File: config.mk
export PLATFORM = sky130hd
export DESIGN_NAME = gpio_pinmux
export DESIGN_NICKNAME = d
export VERILOG_FILES = /design/src/rtl/gpio_pinmux.sv
export SDC_FILE = /design/constraint.sdc
export NUM_CORES = 1
export LEC_CHECK = 0
export BUFFER_PORTS_ARGS = -buffer_cell sky130_fd_sc_hd__buf_4
export CAP_MARGIN = 10
export CORE_ASPECT_RATIO = 1.25
export CORE_MARGIN = 2
export CORE_UTILIZATION = 40
export CTS_BUF_LIST = sky130_fd_sc_hd__clkbuf_4
export DETAILED_ROUTE_END_ITERATION = 6
export PLACE_DENSITY = 0.77
export SYNTH_ARGS = -nofsm -noshare
export SYNTH_HDL_FRONTEND = slang
export SYNTH_SLANG_ARGS = --single-unit
File: constraint.sdc
create_clock -name clk -period 1.9 [get_ports clk]
set_input_delay 0.19 -clock clk [delete_from_list [all_inputs] [get_ports clk]]
set_output_delay 0.19 -clock clk [all_outputs]
set_load 0.02 [all_outputs]
File: src/rtl/gpio_pinmux.sv
module gpio_pinmux #(
  parameter int WIDTH = 32,
  parameter int AW = 4,
  parameter logic [WIDTH-1:0] PERIPH_MASK = 32'h0FFF_FFFF,
  parameter logic [WIDTH-1:0] OWN_RESET = 32'hFFFF_FF00
) (
  input  logic             clk,
  input  logic             rst_n,
  input  logic             bus_we,
  input  logic [AW-1:0]    bus_addr,
  input  logic [WIDTH-1:0] bus_wdata,
  output logic [WIDTH-1:0] bus_rdata,
  input  logic [WIDTH-1:0] pin_in,
  output logic [WIDTH-1:0] pin_out,
  output logic [WIDTH-1:0] pin_oe,
  output logic [WIDTH-1:0] pullup_en,
  input  logic [WIDTH-1:0] pa_out,
  input  logic [WIDTH-1:0] pa_oe,
  input  logic [WIDTH-1:0] pb_out,
  input  logic [WIDTH-1:0] pb_oe,
  output logic [WIDTH-1:0] pa_in,
  output logic [WIDTH-1:0] pb_in
);

  localparam logic [WIDTH-1:0] NOMUX = ~PERIPH_MASK;
  localparam logic [WIDTH-1:0] OWN_INIT = OWN_RESET | NOMUX;

  localparam logic [AW-1:0] A_OWN_SET = AW'(0);
  localparam logic [AW-1:0] A_OWN_CLR = AW'(1);
  localparam logic [AW-1:0] A_OWN_ST  = AW'(2);
  localparam logic [AW-1:0] A_OE_SET  = AW'(3);
  localparam logic [AW-1:0] A_OE_CLR  = AW'(4);
  localparam logic [AW-1:0] A_OE_ST   = AW'(5);
  localparam logic [AW-1:0] A_PU_OFF  = AW'(6);
  localparam logic [AW-1:0] A_PU_ON   = AW'(7);
  localparam logic [AW-1:0] A_PU_ST   = AW'(8);
  localparam logic [AW-1:0] A_SEL_A   = AW'(9);
  localparam logic [AW-1:0] A_SEL_B   = AW'(10);
  localparam logic [AW-1:0] A_AB_ST   = AW'(11);
  localparam logic [AW-1:0] A_DO_SET  = AW'(12);
  localparam logic [AW-1:0] A_DO_CLR  = AW'(13);
  localparam logic [AW-1:0] A_DO_ST   = AW'(14);
  localparam logic [AW-1:0] A_PIN     = AW'(15);

  logic [WIDTH-1:0] own_q, oe_q, pu_q, ab_q, do_q;
  logic [WIDTH-1:0] per_out, per_oe;

  always_ff @(posedge clk) begin
    if (!rst_n) begin
      own_q <= OWN_INIT;
      oe_q  <= '0;
      pu_q  <= '0;
      ab_q  <= '0;
      do_q  <= '0;
    end else if (bus_we) begin
      case (bus_addr)
        A_OWN_SET: own_q <= own_q | bus_wdata;
        A_OWN_CLR: own_q <= own_q & ~(bus_wdata & PERIPH_MASK);
        A_OE_SET:  oe_q  <= oe_q | bus_wdata;
        A_OE_CLR:  oe_q  <= oe_q & ~bus_wdata;
        A_PU_OFF:  pu_q  <= pu_q | bus_wdata;
        A_PU_ON:   pu_q  <= pu_q & ~bus_wdata;
        A_SEL_B:   ab_q  <= ab_q | bus_wdata;
        A_SEL_A:   ab_q  <= ab_q & ~bus_wdata;
        A_DO_SET:  do_q  <= do_q | bus_wdata;
        A_DO_CLR:  do_q  <= do_q & ~bus_wdata;
        default: ;
      endcase
    end
  end

  always_comb begin
    case (bus_addr)
      A_OWN_ST: bus_rdata = own_q;
      A_OE_ST:  bus_rdata = oe_q;
      A_PU_ST:  bus_rdata = pu_q;
      A_AB_ST:  bus_rdata = ab_q;
      A_DO_ST:  bus_rdata = do_q;
      A_PIN:    bus_rdata = pin_in;
      default:  bus_rdata = '0;
    endcase
  end

  assign per_out   = (ab_q & pb_out) | (~ab_q & pa_out);
  assign per_oe    = (ab_q & pb_oe)  | (~ab_q & pa_oe);
  assign pin_out   = (own_q & do_q) | (~own_q & per_out);
  assign pin_oe    = (own_q & oe_q) | (~own_q & per_oe);
  assign pullup_en = ~pu_q;
  assign pa_in     = pin_in;
  assign pb_in     = pin_in;

  AST_PU_OFF_SETS: assert property (@(posedge clk) disable iff (!rst_n)
    (bus_we && bus_addr == A_PU_OFF) |=> ((pullup_en & $past(bus_wdata)) == '0));

  AST_OWN_SET_TAKES: assert property (@(posedge clk) disable iff (!rst_n)
    (bus_we && bus_addr == A_OWN_SET) |=> ((own_q & $past(bus_wdata)) == $past(bus_wdata)));

  AST_NOMUX_GPIO: assert property (@(posedge clk) disable iff (!rst_n)
    ((pin_oe & NOMUX) == (oe_q & NOMUX)) && ((pin_out & NOMUX) == (do_q & NOMUX)));

  AST_SELA_CLEARS: assert property (@(posedge clk) disable iff (!rst_n)
    (bus_we && bus_addr == A_SEL_A) |=> ((ab_q & $past(bus_wdata)) == '0));

  AST_OE_KEEPS_ZERO_BITS: assert property (@(posedge clk) disable iff (!rst_n)
    (bus_we && bus_addr == A_OE_SET) |=> ((oe_q & ~$past(bus_wdata)) == ($past(oe_q) & ~$past(bus_wdata))));

endmodule

======== Yosys cells after proc, flatten, opt, wreduce, memory -nomap -nowiden ========
Index checks and enable logic that the tools add are counted.
operators by class
  bitwise operators ....................... 27
  reduce and logical (&&, ||, !) cells .... 11
  equality and inequality tests ........... 15
  muxes and demuxes ....................... 6
operators with widths
  cell                                            count
  bitwise AND 32 bit                              13
  one-hot mux 32 bit (2 select lines)             5
  bitwise OR 32 bit                               9
  one-hot mux 32 bit (6 select lines)             1
  NOT 32 bit                                      4
  == test 4 bit (second input constant)           8
  NOT 28 -> 32 bit                                1
  == test 4 x 3 -> 1 bit (second input constant)  4
  AND reduction 2 bit                             5
  nonzero test 2 bit                              5
  == test 4 x 2 -> 1 bit (second input constant)  2
  == test 4 x 1 -> 1 bit (second input constant)  1
  logical NOT 4 bit                               1
storage, ports and cells
  flip-flop bits (word level) ............. 160
  bits of input ports ..................... 199
  logic and storage cells ................. 64
  output and inout port bits .............. 192

======== Logic depth before layout (Yosys ltp) ========
  word-level depth ........................ 5
  depth in mapped cells ................... 6
  depth with buffers taken out ............ 3

======== Worst setup path before layout ========
OpenSTA, ideal clock, no wires.
  path type ............................... in2out
  start point ............................. input bus_addr[2]
  end point ............................... output bus_rdata[13]
  stages .................................. 6
  path buffers ............................ 3
  slack ................................... 231 ps
  required time ........................... 1710 ps
  arrival ................................. 1479 ps
  path through ............................ buf_2 buf_4 buf_2 nor2_1 a22oi_1 o221ai_1
on the way
  word-level cells in the longest chain between the ends .. 2
  elaborated cells between the ends (all ways) .. 7
  those cells by class .................... eq/ne (6); mux (1)
RTL lines
  item                                         line  text
  start: declaration                           10    input logic [AW-1:0] bus_addr,
  == test 4 bit, or another cell as far along  73    case (bus_addr)
  one-hot mux 32 bit (6 select lines) (*)      73
  end: declaration                             12    output logic [WIDTH-1:0] bus_rdata,
Mark *: on every way between the ends. The rest lies on a longest branch, timed or not.

==> results.toml <==
[die]
design.core.area_sq_um = 25050
start_util = 0.4034
die_w_um = 146.2
pin_count = 391
dieArea_sq_um = 26560
die_height_um = 181.7
rows = 65

[global_routing]
grt_pass1_vias = 10480
grt_antenna_before_repair = 1
grt_max_degree = 56
grt_first_pass_wirelength_um = 61930
grt_usage = 0.2961
grt-ovfl-total = 0

[yosys]
synth_edf_count = 0
synth_top_area_share = 0.3169
synth_fp_nets = 1383
netlist_area_sq_um = 10110
synthCells = 1184
ys_types = 50
synthFlopType = "dfxtp_1"
yosysSeqAreaShare = 0.3169
ys_seq_elements = 160
yosys-top-cells-area = "dfxtp_1, a211oi_2, mux2i_1, a21oi_1, buf_4"
yosysWarningCount = 0
yosysTopAreaCell = "dfxtp_1"
synthArstFlopShare = 0
avgSynthCellArea_sq_um = 8.535

[clock_tree]
cts_tree = "built"
cts_buffer_depth = 2
clock_sinks = 160
cts.clk_slew.worst_paths_ns = 0.14
numCtsBuffers = 17
htree_levels = 4
clk_latency_ns = 0.57
root_buffer = "clkbuf_4"

[hold_path]
timing.hold.worst.start = "bus_addr[0]"
holdPathStages = 3
min_path_type = "primary input to register"

[worst_setup_path]
start_kind = "register"
worst-r2r-cell-count = 2
path_class = "register to output port"
endpoint_kind = "output port"
required_ns = 1.71
cp_max_fo = 6
critPathArrivalTime_ns = 1.72

[run_status]
status = "finished, violations left"
violations = "setup timing"

[cells_and_area]
stdcell_count = 1849
regArea_sq_um = 3244
final_cell_area_sq_um = 13750
areaGrowthSynthToFinish_pct = 36.04
fin_nets = 1699
fillers = 2304
fin_util = 0.5489
multi_input_area_sq_um = 5564
drive_gt1_frac = 0.3959

[route]
postRouteAntennaNets = 0
wire_per_inst_um = 22.36
drtPass1Iterations = 6
via_per_inst = 6.091
num_vias = 11260
drt_iter0_markers = 1095
drc_errors = 0
totalWireLength_um = 41350

[sta]
fmax_mhz = 522.9
hold_viol = 0
rsz0062_at_grt = "yes"
maxSlewHeadroom = 0.5488
layout_setup_ws_ns = -0.01225
setup_viol = 1
fin_skew_ns = 0
fin_crit_ns = 1.912
tns_ns = -0.01225
finalMaxSlewViolations = 0
worst_slew_pin_slew_ns = 0.6754
fin_crit_sh = 1.006

[power]
p_leak_nw = 5.271
p_int_w = 0.005183
combinationalPowerShare = 0.251
vdd_drop_max_uv = 292.0
power_switching_share = 0.3151
p_seq_frac = 0.464
p_per_area_nw_per_um2 = 550.5
p_clk_frac = 0.285
power.switching_w = 0.002385

[placement]
dp_hpwl_um = 29560
routabilityCongestion = 0.8653
io_buffers = 390
dp_slack_ns = 0.02121
dpl.cell_count = 1779
placed_area_sq_um = 13020

[run]
maxCapViolCount = 0
==> critical path: stages (launching register included) <==
cell	delay, ns
dfxtp_4	0.39
nand3b_1	0.11
o31ai_2	0.08
a221o_1	0.41
buf_6	0.16
==> per-layer routing <==
layer / share of wire / global-route usage
met1: 0.39 / 0.3705
met2: 0.48 / 0.4953
met3: 0.097 / 0.06558
met4: 0.035 / 0.1184
met5: 0 / 0
==> path summary, 6_finish.rpt <==
check                      end  slack, ns
setup reg to reg      register       0.93
hold reg to reg      own_q[31]       0.52
hold / removal        register       0.07
setup / recovery  bus_rdata[0]      -0.01
==> power by group through the flow <==
stage | logic (W) | clock network (W) | registers (W)
after CTS | 0.00187 | 0.00217 | 0.00351
after global routing | 0.00200 | 0.00231 | 0.00352
after detailed placement | 0.00181 | 0 | 0.00359
after global placement | 0.00177 | 0 | 0.00359
final | 0.00190 | 0.00216 | 0.00351
after floorplan | 0.00100 | 0 | 0.00355
==> cell type report <==
type	instances	area share
Multi-Input combinational cell	756	0.4047
Clock buffer	19	0.01037
Tap cell	335	0.03049
Timing Repair Buffer	497	0.2890
Antenna cell	1	0.0001820
Sequential cell	160	0.2360
Clock inverter	13	0.01047
Inverter	68	0.01875
==> synth_stat cells (34+ instances only) <==
cell,n
a22oi_1,72
a211oi_2,60
a21oi_1,124
o21ai_0,96
and3_1,34
buf_4,76
buf_2,67
dfxtp_1,160
a311oi_1,38
inv_1,67
nand3b_1,34
nand2_1,68
clkbuf_1,47
mux2i_1,64
==> logic make-up (layout without fill, tap and decap cells) <==
kind of cell / count (synthesis) / after routing / share of synthesized area
muxes: 65 / 65 / 0.06450
buffers and inverters: 268 / 597 / 0.1392
AOI/OAI and AO/OA: 507 / 507 / 0.3694
DFF: 160 / 160 / 0.3169
other: 0 / 1 / 0
and+or+nand+nor: 183 / 183 / 0.1083
xor gates and xnor gates: 1 / 1 / 0.001610
==> metrics by stage <==
step	hold WS [ns]	power (W)
floorplan	0.4789	0.004553
global placement	0.4551	0.005359
detailed placement	0.4634	0.005394
CTS	0.02988	0.007557
global route	0.1046	0.007835
finish	0.07135	0.007568
==> cells in the final DEF, fill, tap and decap left out, types with 18 or more instances in the layout <==
cell type and n:
nand3b_1 34, inv_1 67, dlygate4sd3_1 34, dfxtp_1 137
and3_1 31, a211oi_2 60, nand2_1 68, o221a_1 31
a22oi_1 72, mux2i_1 64, a21oi_1 124, dfxtp_2 18
a311oi_1 38, clkbuf_4 19, o21ai_0 89, buf_4 449
a31oi_1 32
==> repair_timing <==
action / in CTS / in global routing
setup endpoints to repair: 7 / 27
setup buffers: 3 / 0
hold buffers: 34 / 0
pin swaps: 1 / 2
hold endpoints to repair: 159 / 0
gates resized for setup: 17 / 27
Note: power is estimated with default switching activity, not from simulation.
